--- config.mk ---
export PLATFORM = sky130hd
export DESIGN_NAME = axi_ddr_seg
export DESIGN_NICKNAME = d
export VERILOG_FILES = /design/src/rtl/seg_pkg.sv /design/src/rtl/seg_regbank.sv /design/src/rtl/seg_xlate.sv /design/src/rtl/axi_ddr_seg.sv
export SDC_FILE = /design/constraint.sdc
export NUM_CORES = 1
export LEC_CHECK = 0
export BUFFER_PORTS_ARGS = -buffer_cell sky130_fd_sc_hd__buf_4
export CAP_MARGIN = 20
export CORE_AREA = 5 5 202 204
export CTS_CLUSTER_SIZE = 20
export DETAILED_ROUTE_END_ITERATION = 16
export DIE_AREA = 0 0 207 209
export GPL_TIMING_DRIVEN = 0
export PLACE_DENSITY = 0.52
export SYNTH_ARGS = -nofsm -noshare
export SYNTH_HDL_FRONTEND = slang
export SYNTH_SLANG_ARGS = --single-unit
--- constraint.sdc ---
create_clock -name clk -period 7.6 [get_ports clk]
set_input_delay 1.52 -clock clk [delete_from_list [all_inputs] [get_ports clk]]
set_output_delay 1.52 -clock clk [all_outputs]
set_load 0.02 [all_outputs]
--- src/rtl/seg_pkg.sv ---
package seg_pkg;
  localparam int SEG_OFF_W    = 15;
  localparam int SEG_LOCK_BIT = 31;
  localparam int SEG_REG_W    = 32;

  typedef struct packed {
    logic                 lock;
    logic [SEG_OFF_W-1:0] off;
  } seg_entry_t;
endpackage

--- src/rtl/seg_regbank.sv ---
module seg_regbank
  import seg_pkg::*;
#(
  parameter int SLOT_W   = 3,
  parameter int STRIDE_W = 6,
  parameter int G0_IMPL  = 2,
  parameter int G1_IMPL  = 5,
  parameter int CFG_SLOT = 7,
  parameter int BLK_BIT  = 7,
  localparam int REG_AW  = STRIDE_W + 1,
  localparam int NREG    = G0_IMPL + G1_IMPL
) (
  input  logic                      clk,
  input  logic                      rst,
  input  logic                      reg_wr,
  input  logic                      reg_rd,
  input  logic [REG_AW-1:0]         reg_addr,
  input  logic [SEG_REG_W-1:0]      reg_wdata,
  output logic [SEG_REG_W-1:0]      reg_rdata,
  output logic [NREG*SEG_OFF_W-1:0] off_flat,
  output logic                      blk_off
);
  localparam int FILL_W = STRIDE_W - SLOT_W;

  logic                 grp;
  logic [FILL_W-1:0]    fill;
  logic [SLOT_W-1:0]    slot;
  logic                 impl_hit;
  logic                 cfg_hit;
  logic [NREG-1:0]      sel_vec;
  logic [SEG_REG_W-1:0] rd_word;
  seg_entry_t           ent_q [NREG];

  always_comb begin
    grp      = reg_addr[REG_AW-1];
    fill     = reg_addr[STRIDE_W-1:SLOT_W];
    slot     = reg_addr[SLOT_W-1:0];
    impl_hit = (fill == '0) &&
               (grp ? (int'(slot) < G1_IMPL) : (int'(slot) < G0_IMPL));
    cfg_hit  = !grp && (fill == '0) && (int'(slot) == CFG_SLOT);
    for (int i = 0; i < NREG; i++) begin
      sel_vec[i] = impl_hit &&
                   ((grp ? (G0_IMPL + int'(slot)) : int'(slot)) == i);
    end
  end

  for (genvar i = 0; i < NREG; i++) begin : g_seg
    always_ff @(posedge clk) begin
      if (rst) begin
        ent_q[i] <= '0;
      end else if (reg_wr && sel_vec[i] && !ent_q[i].lock) begin
        ent_q[i].off  <= reg_wdata[SEG_OFF_W-1:0];
        ent_q[i].lock <= reg_wdata[SEG_LOCK_BIT];
      end
    end
    assign off_flat[i*SEG_OFF_W +: SEG_OFF_W] = ent_q[i].off;

    AST_LOCK_FREEZE: assert property (@(posedge clk) disable iff (rst)
      ent_q[i].lock |=> (ent_q[i].lock && $stable(ent_q[i].off)));
  end

  always_ff @(posedge clk) begin
    if (rst) begin
      blk_off <= 1'b0;
    end else if (reg_wr && cfg_hit && reg_wdata[BLK_BIT]) begin
      blk_off <= 1'b1;
    end
  end

  always_comb begin
    rd_word = '0;
    for (int i = 0; i < NREG; i++) begin
      if (sel_vec[i]) begin
        rd_word[SEG_OFF_W-1:0] = ent_q[i].off;
        rd_word[SEG_LOCK_BIT]  = ent_q[i].lock;
      end
    end
    if (cfg_hit) rd_word[BLK_BIT] = blk_off;
  end

  always_ff @(posedge clk) begin
    if (rst) begin
      reg_rdata <= '0;
    end else if (reg_rd) begin
      reg_rdata <= rd_word;
    end
  end

  AST_BLK_STICKY: assert property (@(posedge clk) disable iff (rst)
    blk_off |=> blk_off);
  AST_UNIMPL_ZERO: assert property (@(posedge clk) disable iff (rst)
    (reg_rd && !impl_hit && !cfg_hit) |=> (reg_rdata == '0));
  AST_RSVD_ZERO: assert property (@(posedge clk) disable iff (rst)
    (reg_rd && impl_hit) |=> (reg_rdata[SEG_LOCK_BIT-1:SEG_OFF_W] == '0));
endmodule

--- src/rtl/seg_xlate.sv ---
module seg_xlate #(
  parameter int ADDR_W  = 40,
  parameter int SEL_LSB = 36,
  parameter int OFF_W   = 15,
  parameter int OFF_LSB = 24,
  parameter int NREG    = 7
) (
  input  logic                   clk,
  input  logic                   rst,
  input  logic [ADDR_W-1:0]      addr_i,
  input  logic [NREG*OFF_W-1:0]  off_flat,
  output logic [ADDR_W-1:0]      addr_o
);
  localparam int SEL_W = ADDR_W - SEL_LSB;
  localparam int EXT_W = ADDR_W - OFF_W;

  logic [SEL_W-1:0]  sel;
  logic              hit;
  logic [OFF_W-1:0]  off_sel;
  logic [ADDR_W-1:0] delta;

  always_comb begin
    sel     = addr_i[ADDR_W-1:SEL_LSB];
    hit     = 1'b0;
    off_sel = '0;
    for (int r = 0; r < NREG; r++) begin
      if (sel == SEL_W'(r + 1)) begin
        hit     = 1'b1;
        off_sel = off_flat[r*OFF_W +: OFF_W];
      end
    end
    delta  = {{EXT_W{off_sel[OFF_W-1]}}, off_sel} << OFF_LSB;
    addr_o = hit ? (addr_i + delta) : addr_i;
  end

  AST_PASS_OUTSIDE: assert property (@(posedge clk) disable iff (rst)
    ((addr_i[ADDR_W-1:SEL_LSB] == '0) || (int'(addr_i[ADDR_W-1:SEL_LSB]) > NREG))
      |-> (addr_o == addr_i));
  AST_LOW_BITS_KEPT: assert property (@(posedge clk) disable iff (rst)
    addr_o[OFF_LSB-1:0] == addr_i[OFF_LSB-1:0]);
endmodule

--- src/rtl/axi_ddr_seg.sv ---
module axi_ddr_seg
  import seg_pkg::*;
#(
  parameter int ADDR_W   = 40,
  parameter int DATA_W   = 64,
  parameter int SEL_LSB  = 36,
  parameter int OFF_LSB  = 24,
  parameter int SLOT_W   = 3,
  parameter int STRIDE_W = 6,
  parameter int G0_IMPL  = 2,
  parameter int G1_IMPL  = 5,
  parameter int CFG_SLOT = 7,
  parameter int BLK_BIT  = 7,
  localparam int REG_AW  = STRIDE_W + 1
) (
  input  logic                 clk,
  input  logic                 rst,
  input  logic                 reg_wr,
  input  logic                 reg_rd,
  input  logic [REG_AW-1:0]    reg_addr,
  input  logic [SEG_REG_W-1:0] reg_wdata,
  output logic [SEG_REG_W-1:0] reg_rdata,
  input  logic                 s_awvalid,
  output logic                 s_awready,
  input  logic [ADDR_W-1:0]    s_awaddr,
  output logic                 m_awvalid,
  input  logic                 m_awready,
  output logic [ADDR_W-1:0]    m_awaddr,
  input  logic                 s_wvalid,
  output logic                 s_wready,
  input  logic [DATA_W-1:0]    s_wdata,
  input  logic                 s_wlast,
  output logic                 m_wvalid,
  input  logic                 m_wready,
  output logic [DATA_W-1:0]    m_wdata,
  output logic                 m_wlast,
  input  logic                 m_bvalid,
  output logic                 m_bready,
  input  logic [1:0]           m_bresp,
  output logic                 s_bvalid,
  input  logic                 s_bready,
  output logic [1:0]           s_bresp,
  input  logic                 s_arvalid,
  output logic                 s_arready,
  input  logic [ADDR_W-1:0]    s_araddr,
  output logic                 m_arvalid,
  input  logic                 m_arready,
  output logic [ADDR_W-1:0]    m_araddr,
  input  logic                 m_rvalid,
  output logic                 m_rready,
  input  logic [DATA_W-1:0]    m_rdata,
  input  logic [1:0]           m_rresp,
  input  logic                 m_rlast,
  output logic                 s_rvalid,
  input  logic                 s_rready,
  output logic [DATA_W-1:0]    s_rdata,
  output logic [1:0]           s_rresp,
  output logic                 s_rlast
);
  localparam int NREG  = G0_IMPL + G1_IMPL;
  localparam int NCHAN = 2;

  logic [NREG*SEG_OFF_W-1:0] off_flat;
  logic                      blk_off;
  logic [ADDR_W-1:0]         chan_in  [NCHAN];
  logic [ADDR_W-1:0]         chan_out [NCHAN];

  seg_regbank #(
    .SLOT_W(SLOT_W), .STRIDE_W(STRIDE_W), .G0_IMPL(G0_IMPL),
    .G1_IMPL(G1_IMPL), .CFG_SLOT(CFG_SLOT), .BLK_BIT(BLK_BIT)
  ) u_regs (
    .clk(clk), .rst(rst), .reg_wr(reg_wr), .reg_rd(reg_rd),
    .reg_addr(reg_addr), .reg_wdata(reg_wdata), .reg_rdata(reg_rdata),
    .off_flat(off_flat), .blk_off(blk_off)
  );

  assign chan_in[0] = s_awaddr;
  assign chan_in[1] = s_araddr;

  for (genvar c = 0; c < NCHAN; c++) begin : g_chan
    seg_xlate #(
      .ADDR_W(ADDR_W), .SEL_LSB(SEL_LSB), .OFF_W(SEG_OFF_W),
      .OFF_LSB(OFF_LSB), .NREG(NREG)
    ) u_xlate (
      .clk(clk), .rst(rst), .addr_i(chan_in[c]),
      .off_flat(off_flat), .addr_o(chan_out[c])
    );
  end

  assign m_awaddr  = chan_out[0];
  assign m_araddr  = chan_out[1];

  assign m_awvalid = s_awvalid & blk_off;
  assign s_awready = m_awready & blk_off;
  assign m_wvalid  = s_wvalid  & blk_off;
  assign s_wready  = m_wready  & blk_off;
  assign m_wdata   = s_wdata;
  assign m_wlast   = s_wlast;

  assign s_bvalid  = m_bvalid;
  assign m_bready  = s_bready;
  assign s_bresp   = m_bresp;

  assign m_arvalid = s_arvalid;
  assign s_arready = m_arready;

  assign s_rvalid  = m_rvalid;
  assign m_rready  = s_rready;
  assign s_rdata   = m_rdata;
  assign s_rresp   = m_rresp;
  assign s_rlast   = m_rlast;

  AST_BLOCK_AW: assert property (@(posedge clk) disable iff (rst)
    !blk_off |-> (!m_awvalid && !s_awready && !m_wvalid && !s_wready));
  AST_AR_OPEN: assert property (@(posedge clk) disable iff (rst)
    s_arvalid |-> m_arvalid);
endmodule

==> impl_metrics.py, run 1 <==
metrics = {
    "global_route": {
        "grt_usage_pct": 25.8,
        "grt_overflow": 0,
        "grt_pass1_vias": 10200,
        "grt_max_degree": 17,
        "grt_first_pass_wirelength_um": 81100,
        "antenna_found_initial": 6,
    },
    "hold_path": {
        "min_path_cells": 2,
        "hold_class": "register to register",
    },
    "yosys": {
        "ys_seq_area_share_pct": 34.5,
        "ys_seq_elements": 129,
        "synth_top_family_by_area": "simple AND/OR/NAND/NOR gates",
        "yosys.area_share.simple_pct": 19.4,
        "synth_edf_count": 112,
        "synthMuxAreaShare_pct": 4.08,
        "synth_ff_type": "edfxtp_1",
        "synth_xor_area_share_pct": 1.61,
        "yosys.area_share.adder_pct": 5.16,
        "synth_compound_area_share_pct": 18.2,
        "ys_types": 69,
        "async_reset_ff_share_pct": 0,
        "synth_warnings": 0,
        "syn-cell-area_sq_um": 10700,
        "avgSynthCellArea_sq_um": 9.18,
        "synthCells": 1168,
    },
    "power": {
        "switchingPower_w": 0.000727,
        "p_int_w": 0.00154,
        "p_sw_share_pct": 32.1,
        "p_per_area_nw_per_um2": 158,
        "totalPowerFinal_w": 0.00226,
        "ir_worst_vdd_uv": 163,
        "combPwrFrac_pct": 30.7,
        "power.leakage_nw": 6.40,
        "seqPwrFrac_pct": 36.1,
        "pwr-share-clk_pct": 33.1,
    },
    "floorplanning": {
        "die_height_um": 209,
        "dieArea_sq_um": 43300,
        "coreArea_sq_um": 39100,
        "start_util_pct": 27.4,
        "die_width_um": 207,
        "top_level_ports": 523,
        "fp-row-count": 73,
    },
    "clock_network": {
        "path_clk_slew_ns": 0.06,
        "clock-root-buffer": "clkbuf_16",
        "cts.hold.buffers_added": 0,
        "cts_buffers": 17,
        "clk_path_buf_depth": 2,
        "cts_tree": "done",
        "clk_latency_ns": 0.42,
        "h-tree-depth": 4,
        "cts.sinks": 129,
    },
    "sta": {
        "fin_crit_sh_pct": 96.8,
        "fmax_ghz": 0.136,
        "drv_slew": 0,
        "hold_viol": 0,
        "rsz0062_at_grt": "false",
        "finClkSkew_ns": 0.00882,
        "period_needed_ns": 7.36,
        "relSlewSlack_pct": 29.2,
        "finalSetupViolCount": 0,
        "tightestPinTransition_ns": 1.06,
    },
    "place": {
        "routabilityCongestion": 0.956,
        "hpwl_um": 48400,
        "placed_cells": 2011,
        "portBuffers": 300,
    },
    "setup_path": {
        "cp.arrival_ns": 5.84,
        "slowest_stage": "a2111o_1",
        "crit_required_ns": 6.08,
        "cp_common_cell": "buf_4",
        "startpoint": "s_araddr[36]",
        "path_cells": "buf_4 -> clkbuf_1 -> buf_4 -> clkbuf_4 -> mux2i_1 -> o21ai_0 -> a221oi_1 -> nand2_1 -> fa_1 -> a21o_1 -> a21oi_1 -> o211ai_1 -> a2111o_1 -> and3_1 -> a311oi_1 -> buf_4",
        "crit_fanout": 10,
        "critPathCaptureType": "output pin",
        "crit_end": "m_araddr[38]",
        "critPathKind": "primary input to output pin",
        "rrSetupSlack_ns": 5.48,
        "reg2reg_to": "u_regs.ent_q[1][14]",
        "cp-start-kind": "primary input",
        "r2r-start": "u_regs.ent_q[1][15]",
        "cpPeakStageDelay_ns": 0.50,
        "rr_worst_depth": 3,
    },
    "route": {
        "dr.pass1.iters": 6,
        "via_per_inst": 5.13,
        "drtIter0Drc": 1240,
        "totalWireLength_um": 58900,
        "vias": 10500,
        "wl_per_cell_um": 28.8,
        "ant_nets": 0,
        "drc": 0,
    },
    "layout": {
        "seqCellArea_sq_um": 3700,
        "final_common_cell": "buf_4",
        "drive_above_1_share_pct": 38.4,
        "num-fill-cells": 4066,
        "layout_common_cells": "512 x buf_4, 122 x and2_1, 113 x nand2_1",
        "syn_to_final_growth_pct": 33.5,
        "post-route-util_pct": 36.6,
        "finalNonFillerCells": 2047,
        "final_nets": 1816,
        "multi_input_area_sq_um": 5300,
    },
    "job": {
        "maxCapViolCount": 0,
    },
    "run_status": {
        "status": "complete, no violations",
    },
}
kinds of logic after synthesis:
kind of cell	after synthesis
other	1
muxes	43
AOI/OAI and AO/OA	275
xor gates and xnor gates	18
adders and majority gates	43
buffers and inverters	275
and+or+nand+nor	384
DFF	129
critical path, delay by kind of cell:
kind                     cells  cell delay [ns]
AO/OA/AOI/OAI                7             1.89
AND/OR/NAND/NOR              2             0.41
adder cells (fa/ha/maj)      1             0.47
buffers and inverters        5             1.29
multiplexers                 1             0.24
power groups by stage:
stage / Clock, W / Sequential [W] / Combinational, W
floorplan: 0 / 0.000827 / 0.000402
finish: 0.000750 / 0.000818 / 0.000696
CTS: 0.000747 / 0.000817 / 0.000693
global route: 0.000781 / 0.000820 / 0.000740
detailed placement: 0 / 0.000831 / 0.000691
global placement: 0 / 0.000832 / 0.000686
worst min-delay path by stage:
stage / slack (ns) / endpoint / start
4_1_cts: 0.49 / u_regs.reg_rdata[2] / u_regs.reg_rdata[2]
2_1_floorplan: 0.55 / u_regs.reg_rdata[7] / u_regs.ent_q[0][23]
3_3_place_gp: 0.48 / u_regs.reg_rdata[2] / u_regs.reg_rdata[2]
5_1_grt: 0.52 / u_regs.reg_rdata[0] / u_regs.reg_rdata[0]
6_report: 0.50 / u_regs.reg_rdata[2] / u_regs.reg_rdata[2]
3_5_place_dp: 0.48 / u_regs.reg_rdata[2] / u_regs.reg_rdata[2]
Yosys cell counts, types with 3 or more instances:
cell type  number  area (sq um)
a2111o_1        4          45.0
a2111oi_0       4          35.0
a2111oi_2       4          60.1
a211oi_1       17           128
a21o_1         11          82.6
a21oi_1        32           160
a221oi_1       37           324
a222oi_1       12           120
a22o_1          9          78.8
a22oi_1        28           210
a31oi_1         9          56.3
and2_1        122           763
and3_1          4          25.0
buf_2           9          45.0
buf_4         207          1550
clkbuf_1       41           154
dfxtp_1        17           340
edfxtp_1      112          3360
ha_1           41           513
inv_1          16          60.1
mux2_2          6          67.6
mux2i_1        37           370
nand2_1       113           424
nand2b_1        5          31.3
nand3_1        15          75.1
nand3b_1       10          75.1
nand4_1         3          18.8
nor2_1         69           259
nor2b_1         3          18.8
nor3_1          7          35.0
nor3b_1         6          45.0
nor3b_2         4          50.1
nor4_4          5           106
o211ai_1       10          75.1
o21ai_0        74           370
o21bai_1        4          30.0
o221ai_1        3          26.3
or3_1           3          18.8
or4_1           3          22.5
xnor2_1         8          70.1
xor2_1          8          70.1
cell type report:
cell class,instances,area share (%)
repair buffers,305,16.0
flip-flops and latches,129,25.9
diodes,3,0.0524
well taps,525,4.59
clock buffers,25,3.25
clock inverters,7,0.437
inverters,16,0.419
plain buffers,258,12.4
multi-input cells,779,37.0
routing by layer:
| layer | track usage, % | routed length [um] |
|---|---|---|
| met5 | 0 | 28 |
| met4 | 4.97 | 1120 |
| met3 | 6.86 | 4950 |
| met2 | 41.9 | 27300 |
| met1 | 35.0 | 25500 |
through the flow:
stage	hold slack [ns]	instance area [sq um]	worst slack [ns]	TNS [ns]
after CTS	0.489	14300	0.0435	0
after global placement	0.484	13700	-0.882	-4.27
final	0.496	14300	0.242	0
after global routing	0.523	14300	0.0117	0
after detailed placement	0.481	13700	-0.130	-0.294
after floorplan	0.549	10800	0.943	0
timing repair:
action | 4_1_cts | 5_1_grt
hold endpoints to repair | 0 | 0
setup buffers | 0 | 2
gates resized for setup | 4 | 15
endpoints found under the setup margin | 3 | 5
gates cloned | 0 | 0
pin swaps | 0 | 1
sequential cells by signal (all words and copies together), names as in the netlist:
signal	count
u_regs.ent_q	112
u_regs.reg_rdata	16
u_regs.blk_off	1
Power figures use the tool's default switching activity.
==> run 2: changes to the inputs <==
--- a/config.mk
+++ b/config.mk
@@ -7,12 +7,14 @@
 export LEC_CHECK = 0
 export BUFFER_PORTS_ARGS = -buffer_cell sky130_fd_sc_hd__buf_4
 export CAP_MARGIN = 20
-export CORE_AREA = 5 5 202 204
+export CELL_PAD_IN_SITES_DETAIL_PLACEMENT = 1
+export CELL_PAD_IN_SITES_GLOBAL_PLACEMENT = 1
+export CORE_AREA = 5 5 201 203
 export CTS_CLUSTER_SIZE = 20
 export DETAILED_ROUTE_END_ITERATION = 16
-export DIE_AREA = 0 0 207 209
+export DIE_AREA = 0 0 206 208
 export GPL_TIMING_DRIVEN = 0
-export PLACE_DENSITY = 0.52
+export PLACE_DENSITY = 0.69
 export SYNTH_ARGS = -nofsm -noshare
 export SYNTH_HDL_FRONTEND = slang
 export SYNTH_SLANG_ARGS = --single-unit
==> impl_metrics.py, run 2 (same netlist as run 1, synthesis figures left out) <==
metrics = {
    "layout": {
        "largest_reg_flops": 112,
        "layout_common_cells": "511 x buf_4, 122 x and2_1, 113 x nand2_1",
        "num-fill-cells": 4482,
        "final_common_cell": "buf_4",
        "final_nets": 1819,
        "post-route-util_pct": 37.6,
        "syn_to_final_growth_pct": 34.2,
        "top_regs": "u_regs.ent_q: 112 flops, u_regs.reg_rdata: 16 flops, u_regs.blk_off: 1 flops",
        "seqCellArea_sq_um": 3700,
        "drive_above_1_share_pct": 39.0,
        "multi_input_area_sq_um": 5280,
        "fin_area_sq_um": 14400,
        "regMostFlops": "u_regs.ent_q",
    },
    "run_status": {
        "status": "complete, no violations",
    },
    "floorplanning": {
        "die_width_um": 206,
        "coreArea_sq_um": 38300,
        "die_height_um": 208,
        "start_util_pct": 28.0,
        "fp-row-count": 72,
        "top_level_ports": 523,
        "dieArea_sq_um": 42800,
    },
    "power": {
        "p_per_area_nw_per_um2": 165,
        "power.leakage_nw": 6.45,
        "ir_worst_vdd_uv": 169,
    },
    "global_route": {
        "grt_usage_pct": 23.2,
        "grt_pass1_vias": 10900,
        "grt_overflow": 0,
        "grt_max_degree": 17,
        "antenna_found_initial": 6,
        "grt_first_pass_wirelength_um": 73500,
    },
    "sta": {
        "finalSetupTns_ns": 0,
        "fin_crit_sh_pct": 96.1,
        "period_needed_ns": 7.30,
        "hold_viol": 0,
        "tightestPinTransition_ns": 1.07,
        "fmax_ghz": 0.137,
        "rsz0062_at_grt": "false",
        "relSlewSlack_pct": 28.2,
        "finClkSkew_ns": 0.00843,
        "finalSetupViolCount": 0,
        "drv_slew": 0,
        "setup_slack_ns": 0.300,
    },
    "route": {
        "vias": 10500,
        "drc": 0,
        "ant_nets": 0,
        "totalWireLength_um": 52700,
        "dr.pass1.iters": 5,
        "drtIter0Drc": 863,
        "wl_per_cell_um": 25.8,
        "via_per_inst": 5.12,
    },
    "clock_network": {
        "clk_latency_ns": 0.44,
        "cts.hold.buffers_added": 0,
        "cts.sinks": 129,
        "cts_buffers": 17,
        "cts_tree": "done",
        "path_clk_slew_ns": 0.06,
        "h-tree-depth": 4,
        "clk_path_buf_depth": 2,
        "clock-root-buffer": "clkbuf_16",
    },
    "setup_path": {
        "cp-start-kind": "primary input",
        "critPathKind": "primary input to output pin",
        "rr_worst_depth": 3,
        "r2r-start": "u_regs.ent_q[0][15]",
        "cp.arrival_ns": 5.78,
        "rrSetupSlack_ns": 5.48,
        "crit_required_ns": 6.08,
        "crit_end": "m_araddr[38]",
        "startpoint": "s_araddr[36]",
        "reg2reg_to": "u_regs.ent_q[0][6]",
        "critPathCaptureType": "output pin",
        "crit_fanout": 10,
    },
    "place": {
        "hpwl_um": 42200,
        "dpl_cell_area_sq_um": 13700,
        "dp_slack_ns": -0.0925,
        "portBuffers": 300,
        "routabilityCongestion": 0.935,
    },
    "job": {
        "maxCapViolCount": 0,
    },
    "hold_path": {
        "min_from": "u_regs.reg_rdata[2]",
        "hold_class": "register to register",
    },
}
[run 2: cell types whose count changed in the layout (fill, tap and decap cells not counted), moves of 2 or more]
cell,change
buf_2,+3
clkbuf_1,-6
bufinv_16,+3
clkinvlp_4,+2
clkinv_1,-2
inv_6,+2
[run 2: worst min-delay path by stage]
stage                            to  cells past startpoint
2_1_floorplan   u_regs.reg_rdata[7]                      2
3_3_place_gp    u_regs.reg_rdata[2]                      2
3_5_place_dp   u_regs.reg_rdata[10]                      2
4_1_cts         u_regs.reg_rdata[2]                      2
5_1_grt        u_regs.reg_rdata[10]                      2
6_report        u_regs.reg_rdata[2]                      2
[run 2: power breakdown]
part / internal (W) / switching (W)
Combinational: 0.000287 / 0.000394
Clock: 0.000557 / 0.000325
Sequential: 0.000794 / 0.0000244
[run 2: area by class of cell]
class	instances	share of cell area (%)
multi-input combinational	779	36.6
timing repair buffer	307	16.0
sequential	129	25.7
clock buffer	19	3.08
buffer	259	12.4
clock inverter	13	1.27
antenna	3	0.0521
inverter	16	0.417
tap	518	4.50
[run 2: metrics by stage]
step | instances | hold slack [ns] | total power, W
finish | 2043 | 0.494 | 0.00238
CTS | 2037 | 0.500 | 0.00238
global route | 2043 | 0.530 | 0.00246
floorplan | 1183 | 0.549 | 0.00123
detailed placement | 2005 | 0.489 | 0.00151
global placement | 2001 | 0.485 | 0.00150
[run 2: what timing repair did]
action / CTS / global route
pin swaps: 0 / 1
resized for setup: 4 / 17
setup endpoints to repair: 4 / 8
setup buffers: 0 / 3
[run 2: critical path, cell delays in order]
cell	delay [ns]
buf_4	0.09
clkbuf_1	0.29
clkbuf_4	0.36
clkbuf_4	0.35
mux2i_1	0.21
o21ai_0	0.09
a221oi_1	0.30
nand2_1	0.24
fa_1	0.47
a21o_1	0.18
a21oi_1	0.27
o211ai_1	0.21
a2111o_1	0.50
and3_1	0.16
a311oi_1	0.29
buf_4	0.21
[run 2: layer usage]
metal	global-route usage, %	vias up	share of wire [%]
li1	-	4734	-
met1	27.4	5106	38
met2	40.2	516	50
met3	5.39	99	8.9
met4	9.52	4	3.7
met5	0	-	0.063
==> run 3: changes to the inputs <==
--- a/config.mk
+++ b/config.mk
@@ -5,16 +5,17 @@
 export SDC_FILE = /design/constraint.sdc
 export NUM_CORES = 1
 export LEC_CHECK = 0
+export ABC_AREA = 1
 export BUFFER_PORTS_ARGS = -buffer_cell sky130_fd_sc_hd__buf_4
 export CAP_MARGIN = 20
 export CELL_PAD_IN_SITES_DETAIL_PLACEMENT = 1
 export CELL_PAD_IN_SITES_GLOBAL_PLACEMENT = 1
-export CORE_AREA = 5 5 201 203
+export CORE_AREA = 5 5 203 205
 export CTS_CLUSTER_SIZE = 20
 export DETAILED_ROUTE_END_ITERATION = 16
-export DIE_AREA = 0 0 206 208
+export DIE_AREA = 0 0 208 210
 export GPL_TIMING_DRIVEN = 0
-export PLACE_DENSITY = 0.69
+export PLACE_DENSITY = 0.71
 export SYNTH_ARGS = -nofsm -noshare
 export SYNTH_HDL_FRONTEND = slang
 export SYNTH_SLANG_ARGS = --single-unit
==> impl_metrics.py, run 3 <==
metrics = {
    "yosys": {
        "ys_types": 39,
        "syn-cell-area_sq_um": 10900,
        "synth_ff_type": "edfxtp_1",
        "ys_seq_elements": 129,
        "avgSynthCellArea_sq_um": 7.32,
        "synth_commonest_cells": "281 x nand2_1, 211 x buf_4, 191 x inv_1, 191 x nor2_1, 112 x edfxtp_1",
        "synth_edf_count": 112,
        "synthCells": 1493,
        "yosysTopAreaCell": "edfxtp_1",
        "synth_area_leaders": "edfxtp_1 31%, buf_4 15%, nand2_1 9.7%",
        "async_reset_ff_share_pct": 0,
        "ys_seq_area_share_pct": 33.9,
        "synth_warnings": 0,
        "yosysTopAreaCellShare_pct": 30.8,
        "yosys.cell_count.top_type": "nand2_1",
    },
    "layout": {
        "final_nets": 2138,
        "top_regs": "u_regs.ent_q: 112 flops, u_regs.reg_rdata: 16 flops, u_regs.blk_off: 1 flops",
        "largest_reg_flops": 112,
        "layout_common_cells": "512 x buf_4, 281 x nand2_1, 191 x nor2_1, 191 x inv_1, 112 x edfxtp_1",
        "drive_above_1_share_pct": 31.9,
        "regMostFlops": "u_regs.ent_q",
        "fin_area_sq_um": 14600,
        "num_antenna_cells": 0,
        "final_common_cell": "buf_4",
        "syn_to_final_growth_pct": 33.6,
    },
    "floorplanning": {
        "start_util_pct": 27.8,
        "dieArea_sq_um": 43700,
        "fp-row-count": 73,
        "die_width_um": 208,
        "top_level_ports": 523,
        "coreArea_sq_um": 39300,
        "die_height_um": 210,
    },
    "setup_path": {
        "critPathKind": "primary input to output pin",
        "rr_worst_depth": 3,
        "crit_required_ns": 6.08,
        "startpoint": "s_araddr[38]",
        "reg2reg_to": "u_regs.ent_q[1][9]",
        "crit_fanout": 10,
        "critPathCaptureType": "output pin",
        "rrSetupSlack_ns": 5.92,
        "cp.arrival_ns": 5.64,
        "r2r-start": "u_regs.ent_q[1][15]",
        "cp-start-kind": "primary input",
    },
    "sta": {
        "finalSetupTns_ns": 0,
        "finClkSkew_ns": 0.00995,
        "tightestPinTransition_ns": 0.936,
        "drv_slew": 0,
        "period_needed_ns": 7.16,
        "hold_viol": 0,
        "rsz0062_at_grt": "false",
        "fmax_ghz": 0.140,
        "relSlewSlack_pct": 37.6,
        "finalSetupViolCount": 0,
        "fin_crit_sh_pct": 94.3,
    },
    "route": {
        "vias": 11500,
        "drc": 0,
        "drtIter0Drc": 662,
        "totalWireLength_um": 53600,
        "ant_nets": 0,
        "dr.pass1.iters": 7,
        "wl_per_cell_um": 22.7,
        "via_per_inst": 4.86,
    },
    "hold_path": {
        "hold_end": "u_regs.reg_rdata[31]",
        "hold_class": "register to register",
        "min_path_cells": 2,
        "min_from": "u_regs.reg_rdata[31]",
    },
    "clock_network": {
        "ctsResizeCount": 0,
        "clk_latency_ns": 0.43,
        "cts_tree": "done",
        "clk_path_buf_depth": 2,
        "cts.repair_timing.setup_buffer_count": 0,
        "h-tree-depth": 4,
        "path_clk_slew_ns": 0.06,
        "cts.hold.buffers_added": 0,
        "cts_buffers": 17,
        "clock-root-buffer": "clkbuf_16",
        "cts.sinks": 129,
    },
    "place": {
        "routabilityCongestion": 0.911,
        "portBuffers": 301,
        "dpl_cell_area_sq_um": 13900,
        "hpwl_um": 45400,
    },
    "global_route": {
        "antenna_found_initial": 1,
        "grt_pass1_vias": 12200,
        "grt_usage_pct": 23.3,
        "grt_use_met3_pct": 4.14,
        "grt_use_met2_pct": 40.5,
        "grt.busiest_layer": "met2",
        "grt.met1_usage_pct": 29.9,
        "grt_max_degree": 17,
        "grt_overflow": 0,
        "grt_first_pass_wirelength_um": 77600,
    },
    "power": {
        "p_per_area_nw_per_um2": 168,
        "power.leakage_nw": 7.18,
        "ir_worst_vdd_uv": 143,
    },
    "job": {
        "maxCapViolCount": 0,
    },
    "run_status": {
        "status": "complete, no violations",
    },
}
[run 3: layout make-up]
cell class	instances	area (sq um)
well taps	525	657
fillers	4890	24700
plain buffers	248	1750
multi-input cells	937	4800
inverters	194	728
clock buffers	23	576
repair buffers	301	2260
clock inverters	9	120
flip-flops and latches	129	3700
[run 3: routing by layer]
| layer | share of wire, % | up-vias |
|---|---|---|
| met4 | 3.0 | 2 |
| met3 | 6.1 | 72 |
| met2 | 49 | 436 |
| met1 | 42 | 5600 |
| met5 | 0.024 | - |
| li1 | - | 5397 |
[run 3: worst max-delay path by stage]
stage,endpoint,cells after the start
2_1_floorplan,m_awaddr[30],15
3_3_place_gp,m_araddr[39],20
3_5_place_dp,m_araddr[39],20
4_1_cts,m_araddr[39],20
5_1_grt,m_araddr[39],20
6_report,m_araddr[39],20
[run 3: metrics by stage]
stage	instances	setup WS, ns	total power [W]	hold slack, ns	util [%]
2_1_floorplan	1508	1.90	0.00122	0.480	-
3_3_place_gp	2334	0.556	0.00150	0.458	35.4
3_5_place_dp	2334	0.536	0.00151	0.461	35.4
4_1_cts	2366	0.522	0.00245	0.472	37.2
5_1_grt	2366	0.155	0.00254	0.491	37.2
6_report	2366	0.437	0.00245	0.468	37.2
[run 3: cell families after synthesis]
logic type	count (synthesis)	share of synthesized area, %
flops	129	33.9
other cells	1	0.0343
fa+ha+maj	43	5.06
simple gates	628	24.8
buf+inv	442	22.7
xor+xnor	6	0.481
compound gates	244	13.1
[run 3: power by group]
part,internal [W],switching (W),total (W),leakage [nW]
Sequential,0.000791,0.0000165,0.000807,1.29
Combinational,0.000273,0.000417,0.000691,5.54
Clock,0.000607,0.000341,0.000948,0.338
Total,0.00167,0.000774,0.00245,7.18
[run 3: worst max-delay path, cell delays in order]
cell and delay (ns):
buf_4 0.11, inv_1 0.06, nor2_1 0.18, inv_1 0.06, nor2_1 0.56, buf_2 0.39, inv_1 0.24, o21ai_0 0.58
inv_1 0.14, ha_1 0.36, nand2_1 0.08, nor3_1 0.28, nand3_1 0.12, nand3_1 0.16, nand2_1 0.11, o21ai_0 0.21
nand2_1 0.08, nand3_1 0.09, nand2_1 0.10, buf_4 0.17
